## src/rtl/i2cm_pkg.sv

```systemverilog
package i2cm_pkg;
  localparam int REG_AW = 5;
  localparam logic [1:0] MODE_MRX = 2'b10;
  localparam logic [1:0] MODE_MTX = 2'b11;

  typedef struct packed {
    logic start;
    logic send;
    logic recv;
    logic stop;
    logic abort;
  } eng_cmd_t;
endpackage

```

## src/rtl/i2cm_ctrl.sv

```systemverilog
module i2cm_ctrl
  import i2cm_pkg::*;
(
  input  logic              clk,
  input  logic              rstN,
  input  logic [REG_AW-1:0] regAddr,
  input  logic              regWr,
  input  logic              regRd,
  input  logic [7:0]        regWdata,
  output logic [7:0]        regRdata,
  output logic              irq,
  output eng_cmd_t          cmd,
  output logic [7:0]        txByte,
  output logic              ackGen,
  output logic              rxMode,
  input  logic              byteDone,
  input  logic              doneNack,
  input  logic [7:0]        doneRx,
  input  logic              doneWasRx
);
  logic [7:0] con, stat, ownAddr, ds, lc;
  logic sclFree, stopSeen, irqQ;
  eng_cmd_t cmdQ;

  logic [2:0] idx;
  logic hit, wrCon, wrStat, wrOwn, wrDs, wrLc, rdDs;
  logic [1:0] mode;

  assign idx    = regAddr[4:2];
  assign hit    = (regAddr[1:0] == 2'b00) && (idx <= 3'd4);
  assign wrCon  = regWr && hit && idx == 3'd0;
  assign wrStat = regWr && hit && idx == 3'd1;
  assign wrOwn  = regWr && hit && idx == 3'd2;
  assign wrDs   = regWr && hit && idx == 3'd3;
  assign wrLc   = regWr && hit && idx == 3'd4;
  assign rdDs   = regRd && hit && idx == 3'd3;
  assign mode   = stat[7:6];

  always_ff @(posedge clk or negedge rstN) begin
    if (!rstN) begin
      con <= 8'h00; stat <= 8'h00; ownAddr <= 8'hFF; ds <= 8'hFF; lc <= 8'h00;
      sclFree <= 1'b1; stopSeen <= 1'b0; irqQ <= 1'b0; cmdQ <= '0;
    end else begin
      cmdQ <= '0;
      if (byteDone) begin
        if (doneWasRx) ds <= doneRx;
        stat[0] <= doneNack & con[7];
        if (con[5]) begin con[4] <= 1'b1; irqQ <= 1'b1; end
      end
      if (wrCon) begin
        con <= {regWdata[7:5], con[4], regWdata[3:0]};
        if (con[4] && !regWdata[4]) begin
          con[4] <= 1'b0;
          irqQ   <= 1'b0;
          if (!regWdata[5]) begin
            stat[5] <= 1'b0; stopSeen <= 1'b0;
          end else if (stat[5]) begin
            if (stopSeen) begin
              stat[5] <= 1'b0; stopSeen <= 1'b0;
            end else if (sclFree) begin
              sclFree <= 1'b0;
              if (mode == MODE_MTX) cmdQ.send <= 1'b1;
              else if (mode == MODE_MRX) cmdQ.recv <= 1'b1;
            end else begin
              con[4] <= 1'b1; irqQ <= 1'b1;
            end
          end
        end
      end
      if (wrStat) begin
        stat <= {regWdata[7:6], stat[5], regWdata[4:0]};
        if (!regWdata[4]) begin
          stat[5] <= 1'b0; sclFree <= 1'b1; irqQ <= 1'b0; stopSeen <= 1'b0;
          cmdQ.abort <= 1'b1;
        end else if (regWdata[7]) begin
          if (regWdata[5]) begin
            stat[5] <= 1'b1; stat[0] <= 1'b0; sclFree <= 1'b0; stopSeen <= 1'b0;
            cmdQ.start <= 1'b1;
          end else begin
            cmdQ.stop <= 1'b1;
            sclFree   <= 1'b1;
            if (!con[4]) stat[5] <= 1'b0;
            else if (stat[5]) stopSeen <= 1'b1;
          end
        end
      end
      if (wrOwn && !stat[4]) ownAddr <= regWdata;
      if (wrDs && stat[4]) begin
        ds <= regWdata;
        sclFree <= 1'b1;
        if (mode == MODE_MTX && stat[5] && !con[4]) begin
          cmdQ.send <= 1'b1; sclFree <= 1'b0;
        end
      end
      if (wrLc) lc <= regWdata;
      if (rdDs) begin
        sclFree <= 1'b1;
        if (mode == MODE_MRX && stat[5] && !con[4]) begin
          cmdQ.recv <= 1'b1; sclFree <= 1'b0;
        end
      end
    end
  end

  always_comb begin
    regRdata = 8'h00;
    if (hit) begin
      case (idx)
        3'd0:    regRdata = con;
        3'd1:    regRdata = stat;
        3'd2:    regRdata = ownAddr;
        3'd3:    regRdata = ds;
        3'd4:    regRdata = lc;
        default: regRdata = 8'h00;
      endcase
    end
  end

  assign irq    = irqQ;
  assign cmd    = cmdQ;
  assign txByte = ds;
  assign ackGen = con[7];
  assign rxMode = (mode == MODE_MRX);


  irq_needs_enable_chk: assert property (@(posedge clk) disable iff (!rstN)
    $rose(irqQ) |-> con[5]);

  pend_source_chk: assert property (@(posedge clk) disable iff (!rstN)
    $rose(con[4]) |-> ($past(byteDone) || $past(wrCon)));

  busy_source_chk: assert property (@(posedge clk) disable iff (!rstN)
    $rose(stat[5]) |-> $past(wrStat && regWdata[5]));

  abort_quiet_chk: assert property (@(posedge clk) disable iff (!rstN)
    $past(wrStat && !regWdata[4]) |-> (!irqQ && !stat[5]));

  own_locked_chk: assert property (@(posedge clk) disable iff (!rstN)
    $past(stat[4]) |-> $stable(ownAddr));
endmodule

```

## src/rtl/i2cm_shift.sv

```systemverilog
module i2cm_shift
  import i2cm_pkg::*;
#(
  parameter int QDIV = 16
) (
  input  logic       clk,
  input  logic       rstN,
  input  eng_cmd_t   cmd,
  input  logic [7:0] txByte,
  input  logic       ackGen,
  input  logic       rxMode,
  input  logic       sdaIn,
  output logic       sclDrvLow,
  output logic       sdaDrvLow,
  output logic       byteDone,
  output logic       doneNack,
  output logic [7:0] doneRx,
  output logic       doneWasRx
);
  localparam int CW = (QDIV > 1) ? $clog2(QDIV) : 1;

  typedef enum logic [2:0] {S_FREE, S_HOLD, S_START, S_BIT, S_STOP} state_t;
  state_t state;
  logic [CW-1:0] qCnt;
  logic [1:0] qPh;
  logic [3:0] bitIdx;
  logic [7:0] shreg;
  logic isRx, chain, nackR, sclLow, sdaLow, tick;

  assign tick = (qCnt == CW'(QDIV - 1));

  always_ff @(posedge clk or negedge rstN) begin
    if (!rstN) begin
      state <= S_FREE; qCnt <= '0; qPh <= 2'd0; bitIdx <= 4'd0; shreg <= 8'h00;
      isRx <= 1'b0; chain <= 1'b0; nackR <= 1'b0; sclLow <= 1'b0; sdaLow <= 1'b0;
      byteDone <= 1'b0;
    end else begin
      byteDone <= 1'b0;
      if (cmd.abort) begin
        state <= S_FREE; sclLow <= 1'b0; sdaLow <= 1'b0;
      end else begin
        case (state)
          S_FREE, S_HOLD: begin
            qCnt <= '0; qPh <= 2'd0; bitIdx <= 4'd0;
            if (cmd.start) begin
              state <= S_START; shreg <= txByte; chain <= rxMode; isRx <= 1'b0;
            end else if (state == S_HOLD && cmd.send) begin
              state <= S_BIT; shreg <= txByte; isRx <= 1'b0; chain <= 1'b0;
            end else if (state == S_HOLD && cmd.recv) begin
              state <= S_BIT; isRx <= 1'b1; chain <= 1'b0;
            end else if (state == S_HOLD && cmd.stop) begin
              state <= S_STOP;
            end
          end
          default: begin
            if (!tick) begin
              qCnt <= qCnt + CW'(1);
            end else begin
              qCnt <= '0;
              qPh  <= qPh + 2'd1;
              if (state == S_START) begin
                case (qPh)
                  2'd0: sdaLow <= 1'b0;
                  2'd1: sclLow <= 1'b0;
                  2'd2: sdaLow <= 1'b1;
                  default: begin sclLow <= 1'b1; state <= S_BIT; bitIdx <= 4'd0; end
                endcase
              end else if (state == S_STOP) begin
                case (qPh)
                  2'd0: sdaLow <= 1'b1;
                  2'd1: sclLow <= 1'b0;
                  2'd2: sdaLow <= 1'b0;
                  default: state <= S_FREE;
                endcase
              end else begin
                case (qPh)
                  2'd0: begin
                    if (bitIdx < 4'd8) sdaLow <= isRx ? 1'b0 : !shreg[7];
                    else sdaLow <= isRx ? ackGen : 1'b0;
                  end
                  2'd1: sclLow <= 1'b0;
                  2'd2: begin
                    if (bitIdx < 4'd8) shreg <= {shreg[6:0], isRx ? sdaIn : 1'b0};
                    else nackR <= isRx ? 1'b0 : sdaIn;
                  end
                  default: begin
                    sclLow <= 1'b1;
                    if (bitIdx == 4'd8) begin
                      bitIdx <= 4'd0;
                      chain  <= 1'b0;
                      if (chain && !isRx && (!nackR || !ackGen)) isRx <= 1'b1;
                      else begin state <= S_HOLD; byteDone <= 1'b1; end
                    end else begin
                      bitIdx <= bitIdx + 4'd1;
                    end
                  end
                endcase
              end
            end
          end
        endcase
      end
    end
  end

  assign sclDrvLow = sclLow;
  assign sdaDrvLow = sdaLow;
  assign doneNack  = nackR;
  assign doneRx    = shreg;
  assign doneWasRx = isRx;


  sda_quiet_chk: assert property (@(posedge clk) disable iff (!rstN)
    (!sclLow && !$past(sclLow) && !$stable(sdaLow)) |->
      ($past(state) == S_START || $past(state) == S_STOP || $past(cmd.abort)));

  done_pulse_chk: assert property (@(posedge clk) disable iff (!rstN)
    byteDone |=> !byteDone);

  hold_stall_chk: assert property (@(posedge clk) disable iff (!rstN)
    (state == S_HOLD && $past(state == S_HOLD)) |-> (sclLow && $stable(sclLow)));
endmodule

```

## src/rtl/i2cm_top.sv

```systemverilog
module i2cm_top
  import i2cm_pkg::*;
#(
  parameter int QDIV = 16
) (
  input  logic       clk,
  input  logic       rstN,
  input  logic [4:0] regAddr,
  input  logic       regWr,
  input  logic       regRd,
  input  logic [7:0] regWdata,
  output logic [7:0] regRdata,
  output logic       irq,
  input  logic       sdaIn,
  output logic       sclDrvLow,
  output logic       sdaDrvLow
);
  eng_cmd_t cmd;
  logic [7:0] txByte, doneRx;
  logic ackGen, rxMode, byteDone, doneNack, doneWasRx;

  i2cm_ctrl uCtrl (
    .clk(clk), .rstN(rstN), .regAddr(regAddr), .regWr(regWr), .regRd(regRd),
    .regWdata(regWdata), .regRdata(regRdata), .irq(irq), .cmd(cmd),
    .txByte(txByte), .ackGen(ackGen), .rxMode(rxMode), .byteDone(byteDone),
    .doneNack(doneNack), .doneRx(doneRx), .doneWasRx(doneWasRx)
  );

  i2cm_shift #(.QDIV(QDIV)) uShift (
    .clk(clk), .rstN(rstN), .cmd(cmd), .txByte(txByte), .ackGen(ackGen),
    .rxMode(rxMode), .sdaIn(sdaIn), .sclDrvLow(sclDrvLow), .sdaDrvLow(sdaDrvLow),
    .byteDone(byteDone), .doneNack(doneNack), .doneRx(doneRx), .doneWasRx(doneWasRx)
  );
endmodule

```

## config.mk

```make
export PLATFORM = sky130hd
export DESIGN_NAME = i2cm_top
export DESIGN_NICKNAME = d
export VERILOG_FILES = /design/src/rtl/i2cm_pkg.sv /design/src/rtl/i2cm_ctrl.sv /design/src/rtl/i2cm_shift.sv /design/src/rtl/i2cm_top.sv
export SDC_FILE = /design/constraint.sdc
export NUM_CORES = 1
export LEC_CHECK = 0
export BUFFER_PORTS_ARGS = -buffer_cell sky130_fd_sc_hd__buf_2
export CAP_MARGIN = 20
export CORE_AREA = 2 2 84 106
export CTS_CLUSTER_DIAMETER = 50
export DETAILED_ROUTE_END_ITERATION = 12
export DIE_AREA = 0 0 86 108
export PLACE_DENSITY_LB_ADDON = 0.12
export SYNTH_ARGS = -nofsm -noshare
export SYNTH_HDL_FRONTEND = slang
export SYNTH_SLANG_ARGS = --single-unit
```

## constraint.sdc

```tcl
create_clock -name clk -period 2 [get_ports clk]
set_input_delay 0.1 -clock clk [delete_from_list [all_inputs] [get_ports clk]]
set_output_delay 0.1 -clock clk [all_outputs]
set_load 0.05 [all_outputs]
```

==> metrics.csv, run 1 <==
metric;value;unit
status;finished clean;
Flop pwr share;52.3;%
Tightest Hold Check Type;in2reg;
dpl ws;-88.82;ps
# nets final;477;
CP startpoint;uCtrl.stat[6];
sw frac;28.30;%
met2 WL;4.718;mm
Seq/Total Area, Yosys;46.53;%
Die X-Extent;86;um
power per cell area;769.3;nW/um^2
Area Growth Syn to Fin;12.24;%
CP Class;reg2out;
Peak Freq;522.4;MHz
gr usage total;22.34;%
Leakage;2.150;nW
max cap viols;0;
Setup-failing EPs final;0;
top fanout value on the critical path;5;
post-layout min period;1914;ps
#FFs+latches synth;75;
most common cell after layout, fill and taps aside;dfrtp_1;
Async SR Flop Fraction;100.0;%
VDD IR max;0.5384;mV
Final Routed Wirelength;9.482;mm
layout cells sized above 1;23.63;%
Mapped Area;4079;sq um
met1 WL;4.236;mm
max layer used;met4;
Initial Utilization;49.78;%
Hold Vio Cnt, Final;0;
setup TNS;0;ps
Reg-to-Reg Start;uShift.qCnt[0];
largest net degree at the start of global routing;76;
WP data arrival;1810;ps
worst slew pin tran;612.6;ps
CP required;1900;ps
relative slew slack;59.16;%
Sw Pwr;0.9967;mW
routed wl met3;335;um
CTS Buffer Depth;2;
hold path start;regWdata[0];
part of the cycle the worst path needs;95.71;%
CTS root buffer;clkbuf_8;
routed vias/inst;5.765;
worst skew pair latency;360;ps
RSZ-0062 raised after global routing;false;
Antenna Cells;0;
initial antenna violation count;0;
post-CTS setup buffers;0;
# DRC;0;
Worst Skew;14.05;ps
Yosys warnings;0;
GR Overflow Total;0;
Post-synth EDFFs;0;
Max Slew Vio Count;0;
Non-Filler Instances;554;
1st-iter DRT viols;182;
num rows;37;
full die area;9288;sq um
Final WS setup;85.74;ps
core area;8194;sq um
# IOs;29;
TritonCTS buffer count;9;
Syn Nets;441;
Register Area;1899;sq um
via count;3194;
Cell Int Power;2.525;mW
CTS tree;built;
filler cell count;743;
Logic pwr share;14.4;%
# port buffers;28;
Final ANT Viol Nets;0;
clock net sink count;75;
predominant post-synthesis flop cell;dfrtp_1;
Multi-input gate area;2018;sq um
CTS HTree Levels;3;
dpl cells;533;
count of cell types in the netlist;56;
vias in the first global route;3157;
crit path launch type;flop;
routability cong.;0.8289;
Detailed Routing Iterations Pass 1;4;
WL/cell;17.12;um
Post-Synthesis Cells;416;
Synth Area per Inst;9.805;sq um
CP Capture Type;primary output;
first-pass GRT wire length;15.97;mm
hpwl dp;6.744;mm
commonest non-fill, non-tap cells in the layout;dfrtp_1 (57), nand2_1 (54), a21oi_1 (36);
Worst-path clk slew;80;ps
clock share of power;33.3;%
Die Span Y;108;um
routing by layer:
metal	vias up	global-route usage, %
li1	1560	-
met1	1537	28.56
met2	76	37.04
met3	21	3.969
met4	0	9.751
met5	-	0
power by group through the flow:
stage | combinational (mW) | clock, mW | sequential, mW
after detailed placement | 0.504 | 0 | 1.87
after global placement | 0.494 | 0 | 1.86
after global routing | 0.571 | 1.27 | 1.87
final | 0.508 | 1.17 | 1.84
after CTS | 0.514 | 1.20 | 1.84
after floorplan | 0.355 | 0 | 1.84
synth_stat cells (all sizes together) (2+ instances only):
| master | count | area (sq um) |
|---|---|---|
| nor3 | 7 | 46.30 |
| a41oi | 3 | 26.28 |
| mux2 | 23 | 285.3 |
| dfrtp | 58 | 1451 |
| ha | 7 | 87.58 |
| nor2 | 37 | 148.9 |
| nand4 | 5 | 37.53 |
| o21ai | 36 | 180.2 |
| o31a | 2 | 17.52 |
| o31ai | 3 | 22.52 |
| or2 | 4 | 25.03 |
| nor3b | 3 | 33.78 |
| o22ai | 3 | 18.77 |
| nand2 | 54 | 202.7 |
| dfstp | 17 | 446.7 |
| and4 | 2 | 17.52 |
| a211oi | 3 | 22.52 |
| a31oi | 5 | 31.28 |
| and2 | 3 | 18.77 |
| a22oi | 8 | 60.06 |
| a21oi | 37 | 185.2 |
| nand4b | 2 | 32.53 |
| nor2b | 7 | 43.79 |
| mux2i | 24 | 240.2 |
| and3 | 5 | 31.28 |
| clkbuf | 7 | 27.52 |
| buf | 13 | 95.08 |
| nand3 | 8 | 40.04 |
| inv | 13 | 48.80 |
| a21o | 3 | 22.52 |
final cells by class:
class	count	share of cell area, %
tap	97	2.651
sequential	75	41.49
timing repair buffer	45	6.505
clock buffer	10	2.788
clock inverter	6	1.421
multi-input combinational	308	44.08
inverter	13	1.066
worst paths after layout:
path / to / slack, ps / cells after the start
setup / recovery: regRdata[6] / 90 / 5
hold / removal: uCtrl.txByte[0] / 20 / 3
setup reg to reg: uShift.doneRx[7] / 230 / 5
hold reg to reg: uCtrl.stat[1] / 480 / 2
max in group asynchronous: uCtrl.ownAddr[6] / 1350 / 3
min in group asynchronous: uShift.bitIdx[2] / 290 / 3
kinds of logic after synthesis:
logic type                 synth area share [%]
buffers and inverters                     4.202
and+or+nand+nor                           17.39
muxes                                     13.44
DFF                                       46.53
AOI/OAI and AO/OA                         16.07
xor gates and xnor gates                 0.2148
adders and majority gates                 2.147
repair_timing:
| item | 4_1_cts | 5_1_grt |
|---|---|---|
| hold buffers | 5 | 0 |
| endpoints found under the hold margin | 64 | 0 |
| resized for setup | 1 | 3 |
| pin swaps | 0 | 0 |
| setup endpoints to repair | 7 | 1 |
per-stage QoR:
step           hold slack (ps)  power (mW)  instance area [sq um]  utilization, %
2_1_floorplan           -195.6       2.194                   4084               -
4_1_cts                  1.433       3.554                   4574           55.83
5_1_grt                  25.13       3.705                   4578           55.87
3_3_place_gp             148.5       2.356                   4328           52.82
3_5_place_dp             148.3       2.370                   4328           52.82
6_report                 22.94       3.522                   4578           55.87
critical path, cell delays in order (launching register included):
cell,delay (ps)
dfrtp_2,450
mux4_2,450
nor2b_1,140
a31oi_1,190
nor3_2,50
buf_4,180
sequential cells by signal (all words and copies together), names as in the netlist:
name and flops:
uCtrl.txByte 8, uShift.doneRx 8, uShift.byteDone 1, uCtrl.stopSeen 1
uCtrl.stat 8, uShift.qCnt 4, uShift.state 3, uShift.qPh 2
uCtrl.ownAddr 8, uShift.chain 1, uShift.doneWasRx 1, uCtrl.irq 1
uCtrl.cmd 5, uShift.sclDrvLow 1, uCtrl.sclFree 1, uShift.doneNack 1
uShift.sdaDrvLow 1, uShift.bitIdx 4, uCtrl.con 8, uCtrl.lc 8
Power figures use the tool's default switching activity.
==> run 2, diff against run 1 <==
==> constraint.sdc (replaced) <==
create_clock -name clk -period 2.1 [get_ports clk]
set_input_delay 0.105 -clock clk [delete_from_list [all_inputs] [get_ports clk]]
set_output_delay 0.105 -clock clk [all_outputs]
set_load 0.05 [all_outputs]
==> run 2 against run 1 <==
Utilization is 0.53 points lower. Sequential share of layout area grew 0.37 points. Flip-flop and latch count is the same. Critical path depth stayed put. Register-to-register slack gained 90 ps. Combinational power decreased by 7.7%. Worst hold slack got worse by 2.1 ps. Clock skew shrank 2.7 ps. Sequential power down 4%. Final cell count is 1.4% lower. Non-clock buffer count shrank 8. Setup slack improved by 94 ps.
==> metrics.csv, run 2 (synthesized netlist as in run 1, its figures left out) <==
metric;value;unit;change
status;finished clean;;unchanged
Slowest cell on crit path;mux4_2;;was dfrtp_2
CTS root buffer;clkbuf_8;;unchanged
CTS Buffer Depth;2;;unchanged
gr usage total;21.85;%;was 22.34%
Post-Route Utilization;55.34;%;was 55.87%
relative slew slack;63.68;%;was 59.16%
M1 GR Usage;28.46;%;was 28.56%
Final ANT Viol Nets;0;;unchanged
worst slew pin tran;544.8;ps;was 612.6 ps
power per cell area;771.3;nW/um^2;was 769.3 nW/um^2
R2R cell count;6;;was 5
# nets final;469;;was 477
# port buffers;28;;unchanged
most common cell after layout, fill and taps aside;dfrtp_1;;unchanged
Crit path largest cell delay;460;ps;was 450 ps
Area Growth Syn to Fin;11.17;%;was 12.24%
largest net degree at the start of global routing;40;;was 76
CP Capture Type;primary output;;unchanged
Antenna Cells;0;;unchanged
routed vias/inst;5.853;;was 5.765
R2R Path End;uShift.bitIdx[3];;was uShift.doneRx[7]
WP buf/inv;1;;unchanged
CTS tree;built;;unchanged
Setup-failing EPs final;0;;unchanged
# IOs;29;;unchanged
first-pass GRT wire length;15.50;mm;was 15.97 mm
Initial Utilization;49.78;%;unchanged
Final Routed Wirelength;9.291;mm;was 9.482 mm
VDD IR max;0.5898;mV;was 0.5384 mV
max cap viols;0;;unchanged
vias in the first global route;3048;;was 3157
hpwl dp;6.546;mm;was 6.744 mm
post-route design area;4534;sq um;was 4578 sq um
clock net sink count;75;;unchanged
hold path start;regWdata[2];;was regWdata[0]
layout cells sized above 1;22.27;%;was 23.63%
via count;3196;;was 3194
WHS Endpoint;uCtrl.stat[2];;was uCtrl.txByte[0]
dpl cells;527;;was 533
GR Overflow Total;0;;unchanged
post-layout min period;1921;ps;
routability cong.;0.8475;;was 0.8289
Detailed Routing Iterations Pass 1;4;;unchanged
R2R Setup Slk;320;ps;was 230 ps
full die area;9288;sq um;unchanged
Die Span Y;108;um;unchanged
WP data arrival;1820;ps;was 1810 ps
TritonCTS buffer count;9;;unchanged
Max Slew Vio Count;0;;unchanged
part of the cycle the worst path needs;91.46;%;
RSZ-0062 raised after global routing;false;;unchanged
commonest non-fill, non-tap cells in the layout;dfrtp_1 (58), nand2_1 (54), a21oi_1 (37);;was dfrtp_1 (57), nand2_1 (54), a21oi_1 (36)
PostCTS Resize Cnt;0;;was 1
Leakage;2.130;nW;was 2.150 nW
crit-path cells;mux4_2 > nor2b_1 > a31oi_1 > nor3_1 > buf_2;;was mux4_2 > nor2b_1 > a31oi_1 > nor3_2 > buf_4
core area;8194;sq um;unchanged
setup TNS;0;ps;unchanged
Die X-Extent;86;um;unchanged
top fanout value on the critical path;5;;unchanged
CP required;2000;ps;was 1900 ps
layer with the highest usage;met2;;unchanged
kind of cell adding the most delay to the critical path;multiplexers;;was flip-flops
1st-iter DRT viols;172;;was 182
initial antenna violation count;0;;unchanged
# DRC;0;;unchanged
Reg-to-Reg Start;uShift.qPh[0];;was uShift.qCnt[0]
placed inst area;4278;sq um;was 4328 sq um
met2 GRT Util;35.83;%;was 37.04%
worst skew pair latency;360;ps;about the same
Worst-path clk slew;80;ps;about the same
Tightest Hold Check Type;in2reg;;unchanged
Non-Filler Instances;546;;was 554
crit path launch type;flop;;unchanged
CTS HTree Levels;3;;unchanged
Hold Vio Cnt, Final;0;;unchanged
Hold Path Depth;3;;unchanged
GR Util met3;4.656;%;was 3.969%
Peak Freq;520.7;MHz;
CP Class;reg2out;;unchanged
num rows;37;;unchanged
Worst Skew;11.37;ps;was 14.05 ps
WL/cell;17.02;um;was 17.12 um
[run 2: worst reg2reg max path: cells and delay by family, from the launching register on]
kind | cells | cell delay, ps
AND/OR/NAND/NOR | 2 | 410
flip-flops | 1 | 430
AO/OA/AOI/OAI | 3 | 610
adder cells (fa/ha/maj) | 1 | 250
[run 2: stage by stage]
stage	total power [mW]	hold WS, ps	setup WS, ps
after global placement	2.237	115.6	96.51
after floorplan	2.089	-190.6	61.38
after detailed placement	2.247	119.8	1.655
after global routing	3.677	14.38	51.50
after CTS	3.545	3.664	9.226
final	3.497	20.85	179.4
[run 2: report_power, final]
group	switching (mW)	internal (mW)	total, mW	leakage [nW]
clock network	0.538	0.735	1.27	0.117
registers	0.125	1.63	1.76	0.938
logic	0.255	0.214	0.469	1.07
[run 2: timing repair]
item / in CTS / in global routing
hold endpoints to repair: 34 / 0
hold buffers: 2 / 0
buffers inserted: 0 / 0
[run 2: final cells by class]
type / instances / area [sq um]
clock buffer: 12 / 155.1
inverter: 13 / 48.80
sequential: 75 / 1898
multi-input combinational: 308 / 2009
fill: 723 / 3660
tap: 97 / 121.4
timing repair buffer: 37 / 227.7
clock inverter: 4 / 73.82
[run 2: how the worst max path moves through the flow]
stage | start | to | slack [ps] | cells past startpoint
3_3_place_gp | uShift.qPh[0] | uShift.doneRx[1] | 100 | 6
4_1_cts | uShift.qPh[0] | uShift.doneRx[1] | 9 | 6
2_1_floorplan | uCtrl.txByte[6] | regRdata[6] | 60 | 4
6_report | uCtrl.stat[6] | regRdata[6] | 180 | 5
5_1_grt | uCtrl.stat[6] | regRdata[6] | 50 | 5
3_5_place_dp | uShift.qPh[0] | uShift.doneRx[0] | 2 | 6
[run 2: layer usage]
metal	vias to the layer above	wire length [um]
li1	1550	-
met1	1571	4277
met2	63	4500
met3	12	335
met4	0	178
met5	-	0
==> run 3, diff against run 2 <==
--- a/config.mk
+++ b/config.mk
@@ -11,6 +11,7 @@
 export CTS_CLUSTER_DIAMETER = 50
 export DETAILED_ROUTE_END_ITERATION = 12
 export DIE_AREA = 0 0 86 108
+export GPL_TIMING_DRIVEN = 0
 export PLACE_DENSITY_LB_ADDON = 0.12
 export SYNTH_ARGS = -nofsm -noshare
 export SYNTH_HDL_FRONTEND = slang
==> run 3 against run 2 <==
Routed wire length shrank 0.45%. Utilization up 1.3 points. Clock power shrank 6%. Flip-flop and latch count unchanged. Via count up 0.28%. Critical path type unchanged.
==> metrics.csv, run 3 (synthesized netlist as in run 1, its figures left out) <==
metric;value;unit;change
CTS HTree Levels;3;;unchanged
most common cell after layout, fill and taps aside;dfrtp_1;;unchanged
hpwl dp;6.738;mm;was 6.546 mm
Initial Utilization;49.78;%;unchanged
commonest non-fill, non-tap cells in the layout;dfrtp_1 (58), nand2_1 (54), a21oi_1 (36);;was dfrtp_1 (58), nand2_1 (54), a21oi_1 (37)
first-pass GRT wire length;15.50;mm;unchanged
R2R Setup Slk;230;ps;was 320 ps
Final ANT Viol Nets;0;;unchanged
layout cells sized above 1;23.11;%;was 22.27%
worst skew pair latency;370;ps;was 360 ps
largest net degree at the start of global routing;59;;was 40
routed vias/inst;5.723;;was 5.853
1st-iter DRT viols;140;;was 172
post-layout min period;1929;ps;was 1921 ps
Die X-Extent;86;um;unchanged
core area;8194;sq um;unchanged
routability cong.;0.8075;;was 0.8475
Tightest Hold Check Type;in2reg;;unchanged
Detailed Routing Iterations Pass 1;4;;unchanged
CTS tree;built;;unchanged
# nets final;483;;was 469
part of the cycle the worst path needs;91.87;%;was 91.46%
relative slew slack;65.29;%;was 63.68%
filler cell count;728;;was 723
gr usage total;21.48;%;was 21.85%
CP Capture Type;primary output;;unchanged
Area Growth Syn to Fin;13.68;%;was 11.17%
sw frac;29.10;%;was 26.24%
Max Slew Vio Count;0;;unchanged
CTS root buffer;clkbuf_8;;unchanged
power consumption;3.436;mW;was 3.497 mW
Setup-failing EPs final;0;;unchanged
initial antenna violation count;0;;unchanged
Post-Route Utilization;56.59;%;was 55.34%
Leakage;2.178;nW;was 2.130 nW
CTS Buffer Depth;2;;unchanged
VDD IR max;0.5939;mV;was 0.5898 mV
vias in the first global route;3170;;was 3048
Logic pwr share;14.2;%;was 13.4%
# port buffers;24;;was 28
CP Class;reg2out;;unchanged
RSZ-0062 raised after global routing;false;;unchanged
Sw Pwr;0.9996;mW;was 0.9177 mW
WL/cell;16.52;um;was 17.02 um
post-CTS setup buffers;0;;unchanged
full die area;9288;sq um;unchanged
Cell Int Power;2.436;mW;was 2.580 mW
GR Overflow Total;0;;unchanged
CP required;2000;ps;about the same
R2R Path End;uShift.doneRx[7];;was uShift.bitIdx[3]
power per cell area;740.9;nW/um^2;was 771.3 nW/um^2
R2R cell count;7;;was 6
num rows;37;;unchanged
status;finished clean;;unchanged
top fanout value on the critical path;5;;unchanged
Flop pwr share;50.9;%;was 50.2%
max cap viols;0;;unchanged
CP startpoint;uCtrl.stat[6];;unchanged
Worst-path clk slew;90;ps;was 80 ps
Die Span Y;108;um;unchanged
Hold Vio Cnt, Final;0;;unchanged
worst slew pin tran;520.1;ps;was 544.8 ps
Antenna Cells;0;;unchanged
# DRC;0;;unchanged
WP data arrival;1820;ps;about the same
M1 GR Usage;27.73;%;was 28.46%
TritonCTS buffer count;9;;unchanged
setup TNS;0;ps;unchanged
CP Capture Point;regRdata[6];;unchanged
Reg-to-Reg Start;uShift.qCnt[0];;was uShift.qPh[0]
clock share of power;35.0;%;was 36.4%
via count;3205;;was 3196
Peak Freq;518.3;MHz;was 520.7 MHz
# IOs;29;;unchanged
GR Util met3;2.595;%;was 4.656%
Final Routed Wirelength;9.249;mm;was 9.291 mm
crit path launch type;flop;;unchanged
met2 GRT Util;35.71;%;was 35.83%
clock net sink count;75;;unchanged
layer with the highest usage;met2;;unchanged
Worst Skew;18.53;ps;was 11.37 ps
run 3: cell types whose count changed in the layout (fill, tap and decap cells not counted), sizes merged:
cell         delta
clkbuf          +4
bufinv          -1
dlygate4sd3     +4
clkinvlp        +1
inv             +3
buf             +3
run 3: area by class of cell:
type                    instances  area [sq um]  share of cell area [%]
clock buffers                   9         123.9                   2.671
plain buffers                  20         122.6                   2.644
inverters                      13         48.80                   1.052
clock inverters                 7         93.84                   2.024
flip-flops and latches         75          1898                   40.93
well taps                      97         121.4                   2.617
multi-input cells             308          2018                   43.52
repair buffers                 31         210.2                   4.533
run 3: per-stage QoR:
step | instance area [sq um] | setup slack (ps) | cells | hold WS [ps]
finish | 4637 | 170.7 | 560 | 17.49
global placement | 4320 | 126.2 | 537 | 362.1
detailed placement | 4350 | 92.92 | 538 | 2.482
CTS | 4628 | 82.78 | 560 | 0.1877
floorplan | 4079 | 61.38 | 416 | -190.6
global route | 4637 | 68.32 | 560 | 20.35
run 3: worst max-delay path: stages (launching register included):
cell and delay, ps:
dfrtp_1 430, mux4_2 460, nor2b_1 140, a31oi_1 160
nor3_1 60, buf_2 210
run 3: layer usage:
| metal | vias up | wire, um |
|---|---|---|
| met5 | - | 0 |
| met4 | 0 | 192 |
| met3 | 12 | 279 |
| met2 | 74 | 4652 |
| met1 | 1542 | 4125 |
| li1 | 1577 | - |
run 3: worst min-delay path by stage:
stage                 from               end  slack [ps]  cells after the start
6_report       regWdata[5]      uCtrl.cmd[1]          20                      2
5_1_grt        regWdata[5]      uCtrl.cmd[1]          20                      2
4_1_cts        regWdata[5]      uCtrl.cmd[1]         0.2                      2
3_5_place_dp          rstN  uShift.bitIdx[3]           2                      1
3_3_place_gp   regWdata[6]     uCtrl.stat[6]         360                      3
2_1_floorplan         rstN      uCtrl.cmd[0]        -190                      0
run 3: power by group through the flow:
stage               clock network, mW  logic (mW)  registers, mW
floorplan                           0       0.338           1.75
global placement                    0       0.466           1.76
detailed placement                  0       0.481           1.77
CTS                              1.25       0.492           1.75
global route                     1.30       0.548           1.77
finish                           1.20       0.487           1.75
run 3: timing repair:
action                                  CTS  global route
hold buffers                              6             0
endpoints found under the setup margin    0             8
endpoints found under the hold margin    70             0
resized for setup                         0             2
